`src/rtl/prienc_pkg.sv`:
```
package prienc_pkg;
  localparam int unsigned STAGE_REQS = 8;

  function automatic int unsigned code_width(input int unsigned n);
    return (n < 2) ? 1 : $clog2(n);
  endfunction
endpackage

```
`src/rtl/prienc_winner.sv`:
```
// One-hot marker of the highest active input.
module prienc_winner #(
  parameter int unsigned N = 8
) (
  input  logic [N-1:0] act,
  output logic [N-1:0] win
);
  generate
    for (genvar i = 0; i < N; i++) begin : g_win
      if (i == N - 1) begin : g_top
        assign win[i] = act[i];
      end else begin : g_low
        assign win[i] = act[i] & ~(|act[N-1:i+1]);
      end
    end
  endgenerate
endmodule

```
`src/rtl/prienc_code.sv`:
```
// Encodes a one-hot winner vector into its position.
module prienc_code #(
  parameter int unsigned N = 8,
  parameter int unsigned W = 3
) (
  input  logic [N-1:0] win,
  output logic [W-1:0] code
);
  always_comb begin
    code = '0;
    for (int i = 0; i < N; i++) begin
      for (int b = 0; b < W; b++) begin
        if (((i >> b) & 1) != 0) code[b] = code[b] | win[i];
      end
    end
  end
endmodule

```
`src/rtl/prienc_stage.sv`:
```
// One active-low encoder stage with chaining flags.
module prienc_stage #(
  parameter int unsigned N = prienc_pkg::STAGE_REQS,
  parameter int unsigned W = prienc_pkg::code_width(N)
) (
  input  logic         en_n,
  input  logic [N-1:0] req_n,
  output logic [W-1:0] code_n,
  output logic         gs_n,
  output logic         eo_n
);
  logic         enabled;
  logic [N-1:0] act;
  logic [N-1:0] win;
  logic [W-1:0] code;
  logic         any;

  assign enabled = ~en_n;
  assign act     = ~req_n & {N{enabled}};
  assign any     = |act;

  prienc_winner #(.N(N)) u_win (.act(act), .win(win));
  prienc_code #(.N(N), .W(W)) u_code (.win(win), .code(code));

  assign code_n = ~code;
  assign gs_n   = ~any;
  assign eo_n   = ~(enabled & ~any);
endmodule

```
`src/rtl/prienc_cascade.sv`:
```
// Two stages chained into one encoder; STAGE_REQS must be a power of two.
module prienc_cascade #(
  parameter int unsigned STAGE_REQS = prienc_pkg::STAGE_REQS,
  parameter int unsigned CW         = prienc_pkg::code_width(STAGE_REQS)
) (
  input  logic                    en_n,
  input  logic [2*STAGE_REQS-1:0] req_n,
  output logic [CW:0]             idx_n,
  output logic                    valid_n,
  output logic                    eo_n
);
  logic [CW-1:0] code_hi_n, code_lo_n;
  logic          gs_hi_n, gs_lo_n, chain_n;

  prienc_stage #(.N(STAGE_REQS), .W(CW)) u_hi (
    .en_n(en_n), .req_n(req_n[2*STAGE_REQS-1:STAGE_REQS]),
    .code_n(code_hi_n), .gs_n(gs_hi_n), .eo_n(chain_n));

  prienc_stage #(.N(STAGE_REQS), .W(CW)) u_lo (
    .en_n(chain_n), .req_n(req_n[STAGE_REQS-1:0]),
    .code_n(code_lo_n), .gs_n(gs_lo_n), .eo_n(eo_n));

  assign idx_n   = {gs_hi_n, code_hi_n & code_lo_n};
  assign valid_n = gs_hi_n & gs_lo_n;
endmodule

```
`config.mk`:
```
export PLATFORM = sky130hd
export DESIGN_NAME = prienc_cascade
export DESIGN_NICKNAME = d
export VERILOG_FILES = /design/src/rtl/prienc_pkg.sv /design/src/rtl/prienc_winner.sv /design/src/rtl/prienc_code.sv /design/src/rtl/prienc_stage.sv /design/src/rtl/prienc_cascade.sv
export SDC_FILE = /design/constraint.sdc
export NUM_CORES = 1
export LEC_CHECK = 0
export ABC_AREA = 1
export ABC_CLOCK_PERIOD_IN_PS = 2700
export BUFFER_PORTS_ARGS = -buffer_cell sky130_fd_sc_hd__buf_2
export CORE_AREA = 3 3 40 42
export DETAILED_ROUTE_END_ITERATION = 10
export DIE_AREA = 0 0 43 45
export SLEW_MARGIN = 20
export SYNTH_ARGS = -nofsm -noshare
export SYNTH_HDL_FRONTEND = slang
export SYNTH_SLANG_ARGS = --single-unit
```
`constraint.sdc`:
```
create_clock -name vclk -period 2.7
set_input_delay 0.675 -clock vclk [all_inputs]
set_output_delay 0.675 -clock vclk [all_outputs]
set_load 0.03 [all_outputs]
```
==> run summary <==
endpoints failing hold: 0
max_cap viols: 0
Crit Path Class: in -> out
top cells by area, synth: nand2_1 (19%), inv_1 (13%), nand4_1 (13%)
Initial Util: 0.231
final setup fails: 0
HP Class: in -> out
vias in the first global route: 359
Crit path required time: 2.03 ns
slew at the pin with the worst max-slew slack: 0.375 ns
crit-path cells: buf_2, nand2_1, nor2_1, nand2_1, nand2_1, nor2_1, nand2_1, nor2_1, nand2_1, inv_1, buf_2
Post-DP Area: 423 µm²
fin area: 423 µm²
clock buf count: 0
post-synth top area cell: nand2_1
via count: 423
Final GP Congestion: 0.777
DR WL/cell: 8.13 µm
PwrDens: 163 mW/mm²
Seq/Total Area, Yosys: 0
CP Launch Type: input pin
Synth Instances: 61
top cell type's share of synthesized area: 0.190
CP Buf/Inv Count: 3
fin util: 0.329
Avg Vias per Cell: 4.32
number of remaining DRC errors: 0
n_diodes: 0
Synth Cell Area: 297 µm²
die width: 43 µm
Core Area: 0.00128 mm²
Area Overhead vs Synth: 42.6%
synthesized net count: 78
CTS resizes: 0
layout cells sized above 1: 0.361
Syn. warnings: 0
number of flip-flops and latches: 0
GRT overflow: 0
CP max stage delay: 0.33 ns
die area: 0.00194 mm²
DRT antenna net count: 0
GRT Total Usage: 0.0837
num ports: 23
largest fanout on the critical path: 6
minimum clock period: 2.45 ns
First-pass DRT Iterations: 2
status: finished, final reports clean
Slew Limit Fails: 0
delay-heaviest family, CP: simple AND/OR/NAND/NOR gates
Critical Path Most Common Cell: nand2_1
DRT iter0 DRCs: 5
Max transition margin: 0.749
initial antenna violation count: 0
Mapped Avg Cell Area: 4.86 µm²
fin nets: 102
total design power: 68.7 µW
first-pass GRT wire length: 1360 µm
crit path DAT: 1.77 ns
unrepaired setup endpoints after global routing: no
Final HPWL DP: 694 µm
VDD IR max: 0.0515 mV
setup_tns: 0 ns
fmax: 0.408 GHz
# Post-CTS Setup Buffers: 0
DP Worst Slack: 0.249 ns
worst setup margin: 0.251 ns
largest net degree at the start of global routing: 11
FP Rows: 13
Routed WL: 797 µm
port buffer count: 23
P_leak: 0.000261 µW
Die Y: 45 µm
Crit-path slowest cell: nor2_1
crit share post-route: 0.907
Synth cell types: 16
post-cts hold buffer count: 0
Storage cell area: 0 µm²
CP Capture Type: output port
-- final timing paths --
check,startpoint,to,slack (ns),depth (start not counted)
max,req_n[14],idx_n[0],0.25,11
min,req_n[0],eo_n,1.78,4
-- layout by cell type, fill, tap and decap left out, drive strengths merged --
| master | instances |
|---|---|
| buf | 23 |
| nand2 | 17 |
| inv | 12 |
| nor2 | 11 |
| nand4 | 6 |
| nand3 | 4 |
| a21oi | 3 |
| nor3 | 2 |
| o21ai | 2 |
| o2111ai | 1 |
| o31ai | 1 |
| a21o | 1 |
-- worst min-delay path: stages --
cell and delay (ns):
buf_2 0.07, a21o_1 0.12, nand3_1 0.07, buf_2 0.17
-- stage by stage --
stage / cells / hold WS [ns]
CTS: 98 / 1.79
floorplan: 61 / 1.65
finish: 98 / 1.78
detailed placement: 98 / 1.79
global route: 98 / 1.83
global placement: 98 / 1.79
-- metal layers --
layer / up-vias / wire length, µm / GRT usage
met5: - / 0 / 0
li1: 244 / - / -
met2: 12 / 358 / 0.138
met1: 167 / 372 / 0.124
met3: 0 / 67 / 0.0120
met4: 0 / 0 / 0
-- area by class of cell --
| class | count | area, µm² |
|---|---|---|
| Tap cell | 15 | 18.8 |
| Inverter | 12 | 45.0 |
| Timing Repair Buffer | 23 | 115 |
| Multi-Input combinational cell | 48 | 244 |
| Fill cell | 147 | 862 |
-- report_power, final --
part	internal, µW	switching, µW
combinational	24.5	44.3
sequential	0	0
clock	0	0
total	24.5	44.3
-- Yosys cell counts, drive strengths merged --
cell type	number
a21oi	3
nand2	17
buf	1
inv	12
nor2	11
a21o	1
nand3	4
o31ai	1
nor3	2
nand4	6
o21ai	2
o2111ai	1
-- cell families (layout without fill, tap and decap cells) --
logic type,count (synthesis),after routing,share of synthesized area
AOI/OAI and AO/OA,8,8,0.181
buffers and inverters,13,35,0.177
and+or+nand+nor,40,40,0.641
(Power assumes the default switching activity.)
